File: config.mk
export PLATFORM = sky130hd
export DESIGN_NAME = fanout_oe_ctrl
export DESIGN_NICKNAME = d
export VERILOG_FILES = /design/src/rtl/fanout_ctrl_pkg.sv /design/src/rtl/fanout_sync.sv /design/src/rtl/fanout_pwr_seq.sv /design/src/rtl/fanout_mode_sel.sv /design/src/rtl/fanout_gate.sv /design/src/rtl/fanout_oe_ctrl.sv
export SDC_FILE = /design/constraint.sdc
export NUM_CORES = 1
export LEC_CHECK = 0
export ABC_AREA = 0
export BUFFER_PORTS_ARGS = -buffer_cell sky130_fd_sc_hd__clkbuf_2
export CORE_MARGIN = 3
export CORE_UTILIZATION = 42
export CTS_CLUSTER_DIAMETER = 60
export DETAILED_ROUTE_END_ITERATION = 10
export GPL_ROUTABILITY_DRIVEN = 0
export PLACE_DENSITY = 0.8
export SLEW_MARGIN = 20
export SYNTH_ARGS = -nofsm -noshare
export SYNTH_HDL_FRONTEND = slang
export SYNTH_SLANG_ARGS = --single-unit
File: constraint.sdc
create_clock -name clk -period 1.5 [get_ports clk]
set_input_delay 0.375 -clock clk [delete_from_list [all_inputs] [get_ports clk]]
set_output_delay 0.375 -clock clk [all_outputs]
set_load 0.005 [all_outputs]
File: src/rtl/fanout_ctrl_pkg.sv
package fanout_ctrl_pkg;

  typedef enum logic [1:0] {
    MODE_LOBW   = 2'b00,
    MODE_BYPASS = 2'b01,
    MODE_HIBW   = 2'b11
  } pll_mode_e;

  typedef enum logic [1:0] {
    PWR_WAIT = 2'b00,
    PWR_RUN  = 2'b01,
    PWR_DOWN = 2'b10
  } pwr_state_e;

  localparam logic [1:0] TRI_LOW  = 2'b00;
  localparam logic [1:0] TRI_MID  = 2'b01;
  localparam logic [1:0] TRI_HIGH = 2'b10;

  localparam logic [1:0] FREQ_100  = 2'b00;
  localparam logic [1:0] FREQ_RSVD = 2'b11;

  // strap level -> mode; the unused code 11 falls back to bypass (mid)
  function automatic pll_mode_e strap_to_mode(input logic [1:0] lvl);
    case (lvl)
      TRI_LOW:  return MODE_LOBW;
      TRI_HIGH: return MODE_HIBW;
      default:  return MODE_BYPASS;
    endcase
  endfunction

  // software code -> mode; any code with bit 1 set is high bandwidth
  function automatic pll_mode_e code_to_mode(input logic [1:0] code);
    case (code)
      2'b00:   return MODE_LOBW;
      2'b01:   return MODE_BYPASS;
      default: return MODE_HIBW;
    endcase
  endfunction

endpackage

File: src/rtl/fanout_sync.sv
module fanout_sync #(
  parameter int              W       = 1,
  parameter int              STAGES  = 2,
  parameter logic [W-1:0]    RST_VAL = '0
) (
  input  logic         clk,
  input  logic         rst_n,
  input  logic [W-1:0] d,
  output logic [W-1:0] q
);

  logic [STAGES-1:0][W-1:0] chain;

  always_ff @(posedge clk or negedge rst_n) begin
    if (!rst_n) begin
      chain <= {STAGES{RST_VAL}};
    end else begin
      chain[0] <= d;
      for (int s = 1; s < STAGES; s++) begin
        chain[s] <= chain[s-1];
      end
    end
  end

  assign q = chain[STAGES-1];

endmodule

File: src/rtl/fanout_pwr_seq.sv
module fanout_pwr_seq
  import fanout_ctrl_pkg::*;
(
  input  logic      clk,
  input  logic      rst_n,
  input  logic      pg_s,
  input  logic [1:0] strap_tri,
  output logic      running,
  output pll_mode_e strap_mode
);

  pwr_state_e st;

  always_ff @(posedge clk or negedge rst_n) begin
    if (!rst_n) begin
      st         <= PWR_WAIT;
      strap_mode <= MODE_LOBW;
    end else begin
      case (st)
        PWR_WAIT: if (pg_s) begin
          st         <= PWR_RUN;
          strap_mode <= strap_to_mode(strap_tri);  // only capture point
        end
        PWR_RUN:  if (!pg_s) st <= PWR_DOWN;
        PWR_DOWN: if (pg_s)  st <= PWR_RUN;
        default:  st <= PWR_WAIT;
      endcase
    end
  end

  assign running = (st == PWR_RUN);

endmodule

File: src/rtl/fanout_mode_sel.sv
module fanout_mode_sel
  import fanout_ctrl_pkg::*;
(
  input  pll_mode_e  strap_mode,
  input  logic       cfg_mode_sw_en,
  input  logic [1:0] cfg_mode,
  input  logic       cfg_freq_sw_en,
  input  logic [1:0] cfg_freq,
  output pll_mode_e  eff_mode,
  output logic       bypass,
  output logic [1:0] freq_sel,
  output logic       freq_rsvd
);

  always_comb begin
    eff_mode = cfg_mode_sw_en ? code_to_mode(cfg_mode) : strap_mode;
  end

  assign bypass = (eff_mode == MODE_BYPASS);

  always_comb begin
    freq_sel  = FREQ_100;
    freq_rsvd = 1'b0;
    if (cfg_freq_sw_en) begin
      if (cfg_freq == FREQ_RSVD) begin
        freq_rsvd = 1'b1;
      end else begin
        freq_sel = cfg_freq;
      end
    end
  end

endmodule

File: src/rtl/fanout_gate.sv
module fanout_gate #(
  parameter int N_OUT = 4
) (
  input  logic             clk,
  input  logic             rst_n,
  input  logic             running,
  input  logic             lock_ok,
  input  logic [N_OUT-1:0] cfg_oe,
  input  logic [N_OUT-1:0] oe_n_s,
  output logic [N_OUT-1:0] gate
);

  for (genvar i = 0; i < N_OUT; i++) begin : g_out
    logic want;
    logic gq;

    assign want = running & lock_ok & cfg_oe[i] & ~oe_n_s[i];

    // falling-edge retiming: the gate moves only while the clock is low
    always_ff @(negedge clk or negedge rst_n) begin
      if (!rst_n) gq <= 1'b0;
      else        gq <= want;
    end

    assign gate[i] = gq;
  end

endmodule

File: src/rtl/fanout_oe_ctrl.sv
module fanout_oe_ctrl
  import fanout_ctrl_pkg::*;
#(
  parameter int N_OUT       = 4,
  parameter int SYNC_STAGES = 2
) (
  input  logic             clk,
  input  logic             rst_n,
  input  logic             pwrgd_pd_n,
  input  logic [N_OUT-1:0] oe_n,
  input  logic             pll_lock,
  input  logic [1:0]       strap_mode_tri,
  input  logic [N_OUT-1:0] cfg_oe,
  input  logic             cfg_mode_sw_en,
  input  logic [1:0]       cfg_mode,
  input  logic             cfg_freq_sw_en,
  input  logic [1:0]       cfg_freq,
  output logic [N_OUT-1:0] out_gate,
  output logic [1:0]       pll_mode,
  output logic [1:0]       freq_sel,
  output logic             freq_rsvd,
  output logic [1:0]       mode_rb
);

  localparam int SYNC_W = N_OUT + 2;
  localparam logic [SYNC_W-1:0] SYNC_RST = {2'b00, {N_OUT{1'b1}}};

  logic [SYNC_W-1:0] async_in, sync_out;
  logic              pg_s, lock_s, running, bypass, lock_ok;
  logic [N_OUT-1:0]  oe_n_s;
  pll_mode_e         strap_mode, eff_mode;

  assign async_in = {pwrgd_pd_n, pll_lock, oe_n};

  fanout_sync #(.W(SYNC_W), .STAGES(SYNC_STAGES), .RST_VAL(SYNC_RST)) u_sync (
    .clk(clk), .rst_n(rst_n), .d(async_in), .q(sync_out)
  );

  assign pg_s   = sync_out[SYNC_W-1];
  assign lock_s = sync_out[SYNC_W-2];
  assign oe_n_s = sync_out[N_OUT-1:0];

  fanout_pwr_seq u_pwr (
    .clk(clk), .rst_n(rst_n), .pg_s(pg_s), .strap_tri(strap_mode_tri),
    .running(running), .strap_mode(strap_mode)
  );

  fanout_mode_sel u_mode (
    .strap_mode(strap_mode), .cfg_mode_sw_en(cfg_mode_sw_en), .cfg_mode(cfg_mode),
    .cfg_freq_sw_en(cfg_freq_sw_en), .cfg_freq(cfg_freq),
    .eff_mode(eff_mode), .bypass(bypass), .freq_sel(freq_sel), .freq_rsvd(freq_rsvd)
  );

  assign lock_ok = bypass | lock_s;

  fanout_gate #(.N_OUT(N_OUT)) u_gate (
    .clk(clk), .rst_n(rst_n), .running(running), .lock_ok(lock_ok),
    .cfg_oe(cfg_oe), .oe_n_s(oe_n_s), .gate(out_gate)
  );

  assign pll_mode = eff_mode;
  assign mode_rb  = strap_mode;

endmodule

==> summary.md <==
| Metric | Value |
|---|---|
| R2R Path Start | `u_pwr.strap_mode[1]` |
| Gr usage total | `between 10% and 20%` |
| Pwr/cell area | `around 1100 nW/um2` |
| Crit end category | `output port` |
| R2R Path End | `u_gate.g_out[3].gq` |
| Area share of the largest cell type after synthesis | `between 20% and 30%` |
| Vias in the first global route | `between 500 and 600` |
| Failing checks | `negative setup slack` |
| Status | `complete, but fails checks` |
| Placed Area | `between 900 and 1000 um2` |
| Met2 track demand over resource | `about 23%` |
| Register bit total from synthesis | `20` |
| Leak pwr | `between 0.4 and 0.5 nW` |
| Synthesized Nets | `72` |
| Setup CP Type | `reg2out` |
| Worst-margin pin slew | `approximately 0.23 ns` |
| Via count | `just over 500` |
| Diodes inserted | `0` |
| Pin count of the biggest net entering global routing | `17` |
| H-tree Lvls | `1` |
| Post-synthesis area per instance | `roughly 14 um2` |
| Wire length per cell | `approximately 12 um` |
| Layer carrying the most global-route usage | `met2` |
| Fillcell total | `135` |
| Warnings, synthesis | `0` |
| Final nets | `approximately 110` |
| Worst Path Arrival | `1.53 ns` |
| Drc violations | `0` |
| Met3 GRT Util | `roughly 3.4%` |
| First-iteration detailed-routing DRC count | `0` |
| Top delay family on crit path | `flip-flops` |
| Synth Cell Area | `743 um2` |
| Via-per-instance ratio | `between 4 and 5` |
| Ys async rst share | `100%` |
| End-of-flow core utilization | `61.7%` |
| Buf/Inv on CP | `1` |
| Slowest cell on crit path | `dfrtn_1` |
| Die area | `between 2000 and 2500 um2` |
| CP Data Required Time | `1.12 ns` |
| FF-to-FF path depth | `2` |
| Final Hold Vio Count | `0` |
| CTS clk-pin slew, worst paths | `~0.10 ns` |
| Slew Viols, Final | `0` |
| CTS tree | `built` |
| Setup violators final | `9` |
| Starting utilization of the core area | `between 40% and 50%` |
| Slew headroom | `a little over four fifths` |
| Core footprint | `between 1500 and 2000 um2` |
| Area delta synth->final | `31.0%` |
| Number of synthesized flops with an enable pin | `0` |
| Final Skew | `about 0.008 ns` |
| Biggest area consumer among synthesized cells | `dfstp_2` |
| Final HPWL DP | `1020 um` |
| Number of max-cap violations | `0` |
| Fin area | `973 um2` |
| DIE WIDTH | `~48 um` |
| I/O pin total | `31` |
| Min-delay worst type | `in2async` |
| Antenna-violating nets left | `0` |
| Initial antenna violation count | `0` |
| Clock sink total | `20` |
| Yosys cell types | `19` |
| Clk root buf | `clkbuf_4` |
| Min Hold Slack | `around 0.12 ns` |
| Synth Flop Type | `dfstp_2` |
| First-pass GRT wire length | `roughly 2000 um` |
| Row count | `14` |
| Peak VDD IR | `about 0.62 mV` |
| Vert. Die Dim | `48.1 um` |
| Final wirelength | `1240 um` |
| Final setup margin | `-0.401 ns` |
| Layout cell share with drive strength beyond 1 | `roughly three fifths` |
| Worst-path fanout max | `1` |
| Global route overflow | `0` |
| Area contributors post-synth | `dfstp_2 (28%), dfrtp_1 (27%), dfrtn_1 (13%)` |
| Startpoint types | `register` |
| Tot Pwr | `approximately 1.0 mW` |
| Mapped Cells | `52` |
| Drt first pass iters | `1` |
| R2R setup slack | `-0.20 ns` |
| CP peak stage delay | `just under 0.4 ns` |
| Port Buffer Count | `30` |
| Setup TNS | `-2.40 ns` |
| Max clock buf depth | `2` |
| RSZ-0062 raised after global routing | `true` |
| Top cells by count, synth | `dfrtp_1 (8), dfstp_2 (8)` |
| Worst skew pair latency | `approximately 0.29 ns` |
| CTS buffer count | `3` |
| CP cell instances | `buf_2` |
| Sequential share of the synthesized area | `~70%` |
| M1 GR Usage | `between 10% and 20%` |
## stage by stage
| step | setup slack [ns] | cells |
|---|---|---|
| finish | -0.401 | 104 |
| global route | -0.454 | 104 |
| CTS | -0.422 | 104 |
| detailed placement | -0.319 | 99 |
| global placement | -0.274 | 99 |
| floorplan | -0.142 | 52 |
## power by group
group	internal, mW	total [mW]	switching, mW	leakage (nW)
sequential	0.586	0.605	0.0189	0.234
clock	0.103	0.246	0.143	0.0150
combinational	0.107	0.184	0.0772	0.235
## flip-flops by register name (all words and copies together) (netlist names)
name,cells
u_sync.chain,6
u_pwr.st,2
u_sync.q,6
u_gate.g_out.gq,4
u_pwr.strap_mode,2
## area by class of cell
class	count	area [um2]	share of cell area [%]
clock buffer	4	26.3	2.70
inverter	2	7.51	0.771
multi-input combinational	26	210	21.6
sequential	20	510	52.4
tap	16	20.0	2.06
timing repair buffer	36	199	20.4
## repair_timing
item,4_1_cts,5_1_grt
gates resized for setup,1,9
pin swaps,0,1
hold buffers,0,0
buffers inserted,1,0
endpoints found under the setup margin,9,10
## cell usage in the layout, fill, tap and decap left out, types with 3 or more instances in the layout
cell type / netlist / layout
dfrtn_1: 4 / 4
clkbuf_2: 0 / 25
nor2_1: 4 / 4
dfrtp_1: 8 / 8
dfstp_2: 8 / 8
nand4bb_1: 4 / 4
buf_4: 4 / 5
buf_2: 0 / 5
a31oi_1: 4 / 3
clkbuf_4: 0 / 3
## worst max path at each step
stage / start / endpoint / slack (ns) / cells past startpoint
detailed placement: cfg_mode_sw_en / u_gate.g_out[3].gq / -0.32 / 3
global route: u_gate.g_out[0].gq / out_gate[0] / -0.45 / 1
floorplan: u_pwr.strap_mode[1] / u_gate.g_out[0].gq / -0.14 / 2
CTS: u_gate.g_out[2].gq / out_gate[2] / -0.42 / 1
finish: u_gate.g_out[2].gq / out_gate[2] / -0.40 / 1
global placement: cfg_mode_sw_en / u_gate.g_out[3].gq / -0.27 / 3
## routing by layer
layer,vias up,share of wire (%),routed length [um]
li1,249,-,-
met1,239,44,544
met2,21,49,603
met3,2,7.1,88
met4,0,0.56,7
met5,-,0,0
## logic make-up after synthesis
logic type,after synthesis,synth area share [%]
flops,20,68.7
xor+xnor,1,1.18
mux,3,4.38
buf+inv,6,5.05
simple gates,15,15.0
compound gates,7,5.72
No activity file was read; power rests on OpenSTA's default activity.
